===== config.mk =====
export PLATFORM = sky130hd
export DESIGN_NAME = txd_dom_timeout
export DESIGN_NICKNAME = d
export VERILOG_FILES = /design/src/rtl/txdto_pkg.sv /design/src/rtl/txdto_sync.sv /design/src/rtl/txdto_edge.sv /design/src/rtl/txdto_timer.sv /design/src/rtl/txdto_latch.sv /design/src/rtl/txd_dom_timeout.sv
export SDC_FILE = /design/constraint.sdc
export NUM_CORES = 1
export LEC_CHECK = 0
export ABC_CLOCK_PERIOD_IN_PS = 1700
export CORE_MARGIN = 2
export CORE_UTILIZATION = 60
export DETAILED_ROUTE_END_ITERATION = 10
export DONT_BUFFER_PORTS = 1
export PLACE_DENSITY_LB_ADDON = 0.05
export SETUP_SLACK_MARGIN = 0.05
export SYNTH_ARGS = -nofsm -noshare
export SYNTH_HDL_FRONTEND = slang
export SYNTH_SLANG_ARGS = --single-unit

===== constraint.sdc =====
create_clock -name clk -period 1.7 [get_ports clk]
set_input_delay 0.17 -clock clk [delete_from_list [all_inputs] [get_ports clk]]
set_output_delay 0.17 -clock clk [all_outputs]
set_load 0.05 [all_outputs]

===== src/rtl/txdto_pkg.sv =====
package txdto_pkg;

   typedef enum logic {
      MODE_NORMAL = 1'b0,
      MODE_STBY   = 1'b1
   } txdto_mode_e;

   localparam int unsigned TXDTO_MIN_CNT_W = 2;
   localparam int unsigned TXDTO_MAX_CNT_W = 32;
   localparam int unsigned TXDTO_MIN_SYNC  = 2;

   typedef struct packed {
      logic seen_hi;
      logic fault;
   } txdto_latch_t;

endpackage


===== src/rtl/txdto_sync.sv =====
module txdto_sync #(
   parameter int unsigned STAGES  = 2,
   parameter logic        RST_VAL = 1'b0
) (
   input  logic clk,
   input  logic rst_n,
   input  logic d_in,
   output logic q_out
);

   logic [STAGES-1:0] chain;

   genvar gi;
   generate
      for (gi = 0; gi < STAGES; gi++) begin : g_stage
         if (gi == 0) begin : g_first
            always_ff @(posedge clk) begin
               if (!rst_n) chain[gi] <= RST_VAL;
               else        chain[gi] <= d_in;
            end
         end else begin : g_rest
            always_ff @(posedge clk) begin
               if (!rst_n) chain[gi] <= RST_VAL;
               else        chain[gi] <= chain[gi-1];
            end
         end
      end
   endgenerate

   assign q_out = chain[STAGES-1];

endmodule


===== src/rtl/txdto_edge.sv =====
module txdto_edge (
   input  logic clk,
   input  logic rst_n,
   input  logic lvl,
   output logic fall
);

   logic lvl_d;

   always_ff @(posedge clk) begin
      if (!rst_n) lvl_d <= 1'b0;
      else        lvl_d <= lvl;
   end

   assign fall = lvl_d & ~lvl;

endmodule


===== src/rtl/txdto_timer.sv =====
module txdto_timer #(
   parameter int unsigned CNT_W = 16
) (
   input  logic             clk,
   input  logic             rst_n,
   input  logic             run_ok,
   input  logic             lvl,
   input  logic             fall,
   input  logic [CNT_W-1:0] limit,
   output logic             armed,
   output logic [CNT_W-1:0] cnt,
   output logic             expire
);

   localparam logic [CNT_W-1:0] CNT_MAX = {CNT_W{1'b1}};
   localparam logic [CNT_W-1:0] CNT_ONE = {{(CNT_W-1){1'b0}}, 1'b1};

   always_ff @(posedge clk) begin
      if (!rst_n) begin
         armed <= 1'b0;
         cnt   <= '0;
      end else if (!run_ok || lvl) begin
         armed <= 1'b0;
         cnt   <= '0;
      end else if (fall) begin
         armed <= 1'b1;
         cnt   <= CNT_ONE;
      end else if (armed && (cnt != CNT_MAX)) begin
         cnt   <= cnt + CNT_ONE;
      end
   end

   assign expire = armed && (cnt >= limit);

endmodule


===== src/rtl/txdto_latch.sv =====
module txdto_latch
   import txdto_pkg::*;
(
   input  logic         clk,
   input  logic         rst_n,
   input  logic         lvl,
   input  logic         expire,
   output txdto_latch_t st
);

   always_ff @(posedge clk) begin
      if (!rst_n) begin
         st <= '0;
      end else begin
         if (lvl) st.seen_hi <= 1'b1;
         if (lvl)         st.fault <= 1'b0;
         else if (expire) st.fault <= 1'b1;
      end
   end

endmodule


===== src/rtl/txd_dom_timeout.sv =====
module txd_dom_timeout
   import txdto_pkg::*;
#(
   parameter int unsigned CNT_W       = 16,
   parameter int unsigned SYNC_STAGES = 2
) (
   input  logic             clk,
   input  logic             rst_n,
   input  logic             txd_in,
   input  logic             mode_stby,
   input  logic [CNT_W-1:0] tmo_cycles,
   output logic             drv_en,
   output logic             tmo_fault
);

   generate
      if (CNT_W < TXDTO_MIN_CNT_W || CNT_W > TXDTO_MAX_CNT_W) begin : g_bad_cnt_w
         $error("txd_dom_timeout: CNT_W out of range");
      end
      if (SYNC_STAGES < TXDTO_MIN_SYNC) begin : g_bad_sync
         $error("txd_dom_timeout: SYNC_STAGES below minimum");
      end
   endgenerate

   logic             txd_s;
   logic             fall;
   logic             armed;
   logic [CNT_W-1:0] cnt;
   logic             expire;
   logic             normal;
   logic             seen_hi;
   txdto_latch_t     st;

   assign normal = (txdto_mode_e'(mode_stby) == MODE_NORMAL);

   txdto_sync #(.STAGES(SYNC_STAGES), .RST_VAL(1'b0)) u_sync (
      .clk   (clk),
      .rst_n (rst_n),
      .d_in  (txd_in),
      .q_out (txd_s)
   );

   txdto_edge u_edge (
      .clk   (clk),
      .rst_n (rst_n),
      .lvl   (txd_s),
      .fall  (fall)
   );

   txdto_timer #(.CNT_W(CNT_W)) u_timer (
      .clk    (clk),
      .rst_n  (rst_n),
      .run_ok (normal & seen_hi),
      .lvl    (txd_s),
      .fall   (fall),
      .limit  (tmo_cycles),
      .armed  (armed),
      .cnt    (cnt),
      .expire (expire)
   );

   txdto_latch u_latch (
      .clk    (clk),
      .rst_n  (rst_n),
      .lvl    (txd_s),
      .expire (expire),
      .st     (st)
   );

   assign seen_hi   = st.seen_hi;
   assign tmo_fault = st.fault;
   assign drv_en    = seen_hi & ~st.fault & normal;

endmodule


Word-level counts from Yosys, hierarchy flattened. Cells that the tools add are included.

Bits in registers: 22. Input bits: 20. Output and inout bits: 2. Word-level logic and storage cells: 29.

Add/subtract/negate cells: 1. $lt $le $gt $ge: 1. Equality and inequality tests: 1. Muxes and demuxes: 2. Bitwise logic cells: 8. Reductions and logical operators: 8.

Operators by type and width (number): 16-bit by 1-bit adder with 16-bit output, second input constant (1); 16-bit >= comparator (1); 16-bit inequality test, second input constant (1); 1-bit AND (4); 1-bit inverter (4); 2-bit OR reduction (2); 3-bit OR reduction (1); 1-bit logical AND (2); 1-bit 2-to-1 mux (2); 2-bit nonzero test (1); 1-bit logical NOT (1); 1-bit logical OR (1).

Depth between registers and ports, before layout.
Word-level depth: 5. Mapped depth: 6. Gate-level depth less buffers: 6.

Modules after synthesis. A second synthesis with hierarchy kept.

Cell total of the unflattened synthesis: 178. Area, all modules: 1516.5 um^2.

Modules (own cells, without submodules): txdto_timer (times used 1, cells an instance 164, area each 1345.0 um^2, seq. area each 340.3 um^2); txdto_latch (times used 1, cells an instance 5, area each 63.8 um^2, seq. area each 40.0 um^2); txdto_sync (times used 1, cells an instance 4, area each 52.6 um^2, seq. area each 40.0 um^2); txdto_edge (times used 1, cells an instance 3, area each 36.3 um^2, seq. area each 20.0 um^2); txd_dom_timeout (times used 1, cells an instance 2, area each 18.8 um^2, seq. area each 0.0 um^2).

Worst setup path after synthesis. Ideal clock, no wire load.

Kind: register to output. From: reg u_latch.st[0] (netlist name). To: out drv_en. Arrival: 1.709 ns. Required time: 1.530 ns. Path slack: -0.179 ns. Cell stages (with the launch flop): 2. Buffers on the path: 0. Path through: dfxtp_1 nor3b_1.

Word-level cells in the longest chain between the ends: 3.

Ends and longest elaborated chain: 1-bit inverter (RTL line txd_dom_timeout.sv:72) `assign drv_en = seen_hi & ~st.fault & normal;`; 1-bit AND (2 in a row) (RTL line txd_dom_timeout.sv:72); to (decl) (RTL line txd_dom_timeout.sv:12) `output logic drv_en,`.

Every way passes these cells.

Final worst setup path.
From: reg u_timer.armed. To: reg u_timer.cnt[15].

Word-level cells in the longest chain between the ends: 1.

Ends and longest elaborated chain: from (decl) (RTL line txdto_timer.sv:10) `output logic armed,`; from (signal assigned) (RTL line txdto_timer.sv:20) `armed <= 1'b0;`; from (signal assigned) (RTL line txdto_timer.sv:23) `armed <= 1'b0;`; from (signal assigned) (RTL line txdto_timer.sv:26) `armed <= 1'b1;`; 1-bit logical AND (RTL line txdto_timer.sv:28) `end else if (armed && (cnt != CNT_MAX)) begin`; to (signal assigned) (RTL line txdto_timer.sv:29) `cnt <= cnt + CNT_ONE;`; to (decl) (RTL line txdto_timer.sv:11) `output logic [CNT_W-1:0] cnt,`.

Every way passes these cells. A chain may end at the register's enable or synchronous reset.

==> metrics.md <==
| Metric | Value |
|---|---|
| Arrival time reported for the critical path endpoint | 1.86 ns |
| Int Power | 0.6259 mW |
| Routed wirelength normalized by instance count | 15.56 um |
| Number of buffers inserted during clock tree synthesis | 3 |
| Setup Viol. Count Final | 0 |
| Required time reported for the critical path endpoint | 1.95 ns |
| Syn_nets | 209 |
| Instance area at placement | 1592 um^2 |
| Number of failing hold endpoints at the final stage | 0 |
| Crit. Startpoint | u_timer.armed |
| Syn Std Cell Area | 1515 um^2 |
| Final instance area | 1724 um^2 |
| 1st-pass router iterations | 4 |
| Number of cells produced by synthesis | 172 |
| Part of the cycle the worst path needs | 0.9477 |
| Die area | 2943 um^2 |
| Number of antenna violations at the first check in global routing | 0 |
| Switching power | 0.1938 mW |
| Worst Path Max Fanout | 8 |
| Register-to-Register Path Depth | 4 |
| Layout Nets | 223 |
| Relative slew margins | 0.5999 |
| Min cycle time layout | 1.611 ns |
| Die Y | 54.25 um |
| Distinct cell type count after synthesis | 52 |
| Accumulated negative setup slack | 0 ns |
| Total of buffers placed on input and output ports | 0 |
| CP startpoint kind | register |
| Antenna-violating nets left | 0 |
| F_max | 0.6207 GHz |
| Count of inserted antenna diode cells | 0 |
| CTS Root Cell | clkbuf_4 |
| Combinational cell fraction of total power | 0.066 |
| Weighted congestion reported at the end of routability-driven placement | 0.9111 |
| Post-synth top flop | dfxtp_1 |
| Max-cap violation count | 0 |
| Switching power share of the total | 0.2365 |
| Proportion of layout cells with a drive suffix above 1 | 0.2120 |
| Worst setup skew after layout | 0.004215 ns |
| Slack of the critical path | 0.08895 ns |
| Class of the most critical setup path | register to register |
| Overall overflow remaining after global route | 0 |
| Commonest cells after routing, fill and taps aside | inv_1, dfxtp_1, nand2_1, ha_1, a21oi_1 |
| Cells on Worst Hold Path | 2 |
| Peak supply drop | 0.5801 mV |
| Register clock-pin slew on the reported worst setup and hold paths | 0.11 ns |
| Hold WC Path Type | primary input to register |
| Combined global-route utilization of all metal layers | 0.2401 |
| Initial detailed-routing violation count | 44 |
| IO Pins | 22 |
| Most common cell after layout, fill and taps aside | inv_1 |
| Effective utilization at floorplan | 0.6229 |
| Clk sink count | 22 |
| Die width | 54.25 um |
| Clock tree from TritonCTS | done |
| CTS H-tree depth | 1 |
| Leakage dissipation | 0.7319 nW |
| Run status | complete, no violations |
| Flop and latch count out of synthesis | 22 |
| Number of synthesized flops with an enable pin | 0 |
| Clock Latency Late Sink | 0.31 ns |
| Routed vias/inst | 6.089 |
| Worst-Margin Slew | 0.5993 ns |
| Wire length of the first global-routing pass | 5119 um |
| Maximum number of pins on one net before global-route repair | 12 |
| Placement-stage worst setup slack | -0.04133 ns |
| Async set or reset register ratio after synthesis | 0 |
| Unrepaired setup endpoints after global routing | true |
| Power per unit of standard cell area | 475.4 nW/um^2 |
| Row Count | 18 |
| Core region area | 2432 um^2 |
| Register-to-register setup slack | 0.09 ns |
| Launch point of the worst hold path | rst_n |
| Share of the yosys chip area belonging to registers | 0.2907 |
| CP endpoint kind | register |
| Via Count | 1,303 |
| Sequential cell fraction of total power | 0.638 |
| HPWL after detailed placement | 2428 um |
| Final routed wirelength across all metal layers | 3330 um |
| Via count of the first global-routing pass | 1,155 |
| Syn-to-layout area delta | 13.79% |
| Avg Inst Size Synth | 8.809 um^2 |
| # DRC | 0 |
| Syn. warnings | 0 |
| Clock network fraction of total power | 0.296 |
| Deepest clock path buffer count | 2 |
| Final Max Slew Viols | 0 |
| Worst reg2reg startpoint | u_timer.armed |
cell type report:
| cell class | instances | area (um^2) |
|---|---|---|
| sequential | 22 | 446.7 |
| multi-input combinational | 130 | 1062 |
| inverter | 18 | 67.56 |
| timing repair buffer | 11 | 87.58 |
| tap | 30 | 37.54 |
| fill | 207 | 708.2 |
| clock buffer | 3 | 22.52 |
cell families (layout without fill, tap and decap cells):
family | after synthesis | count (layout) | synth area share
flip-flops | 22 | 22 | 0.2907
multiplexers | 3 | 3 | 0.01982
AO/OA/AOI/OAI | 42 | 42 | 0.1990
buffers and inverters | 20 | 32 | 0.05698
AND/OR/NAND/NOR | 68 | 68 | 0.2931
adder cells (fa/ha/maj) | 17 | 17 | 0.1404
sequential cells by signal, indices dropped and copies added, names as in the netlist:
register,flops
u_timer.cnt,16
u_latch.st,2
u_edge.lvl_d,1
u_sync.chain,1
u_sync.q_out,1
u_timer.armed,1
final timing paths:
check,end
hold / removal,u_timer.armed
hold reg to reg,u_sync.q_out
setup reg to reg,u_timer.cnt[15]
setup / recovery,u_timer.cnt[15]
routing by layer:
| metal | share of wire | track usage | vias up |
|---|---|---|---|
| met3 | 0.021 | 0.02732 | 5 |
| met2 | 0.50 | 0.3956 | 21 |
| li1 | - | - | 665 |
| met5 | 0 | 0 | - |
| met4 | 0.012 | 0.08750 | 0 |
| met1 | 0.47 | 0.3226 | 612 |
stage by stage:
stage	std cells	utilization	power, mW	hold slack (ns)
3_5_place_dp	207	0.6543	0.5804	0.2966
6_report	214	0.7088	0.8197	0.07924
2_1_floorplan	172	-	0.5697	0.2875
3_3_place_gp	207	0.6543	0.5777	0.2903
5_1_grt	214	0.7088	0.8431	0.08362
4_1_cts	212	0.6744	0.8154	0.1034
repair_timing:
action                                  4_1_cts  5_1_grt
pin swaps                                     0        1
gates resized for setup                       2       15
buffers inserted                              0        2
hold buffers                                  2        0
endpoints found under the setup margin        1       11
endpoints found under the hold margin         4        0
cell usage after synthesis, types with 2 or more instances:
cell type,number,share of area
o41ai_1,2,0.012
nor2_1,11,0.027
mux2i_1,3,0.020
and3_1,2,0.0083
or4_1,2,0.0099
a31oi_1,2,0.0083
inv_1,18,0.045
and4_4,2,0.015
nor4_1,2,0.0083
nand4_2,2,0.017
o21ai_0,6,0.020
ha_1,17,0.14
o21ai_1,2,0.0066
a21oi_1,14,0.046
dfxtp_1,22,0.29
and2_1,3,0.012
nor3_1,4,0.013
or3_1,4,0.017
o21a_1,2,0.0099
nand3_1,5,0.017
nand2_1,16,0.040
critical path: stages, from the launching register on:
cell and delay, ns:
dfxtp_1 0.48, and4_4 0.31, nand4_4 0.17, or4_1 0.43, a21oi_1 0.16
power groups by stage:
stage / Sequential, mW / Combinational, mW / Clock (mW)
6_report: 0.523 / 0.0545 / 0.242
4_1_cts: 0.523 / 0.0515 / 0.241
2_1_floorplan: 0.533 / 0.0364 / 0
5_1_grt: 0.524 / 0.0630 / 0.256
3_3_place_gp: 0.534 / 0.0437 / 0
3_5_place_dp: 0.534 / 0.0460 / 0
No activity file was read; power rests on OpenSTA's default activity.
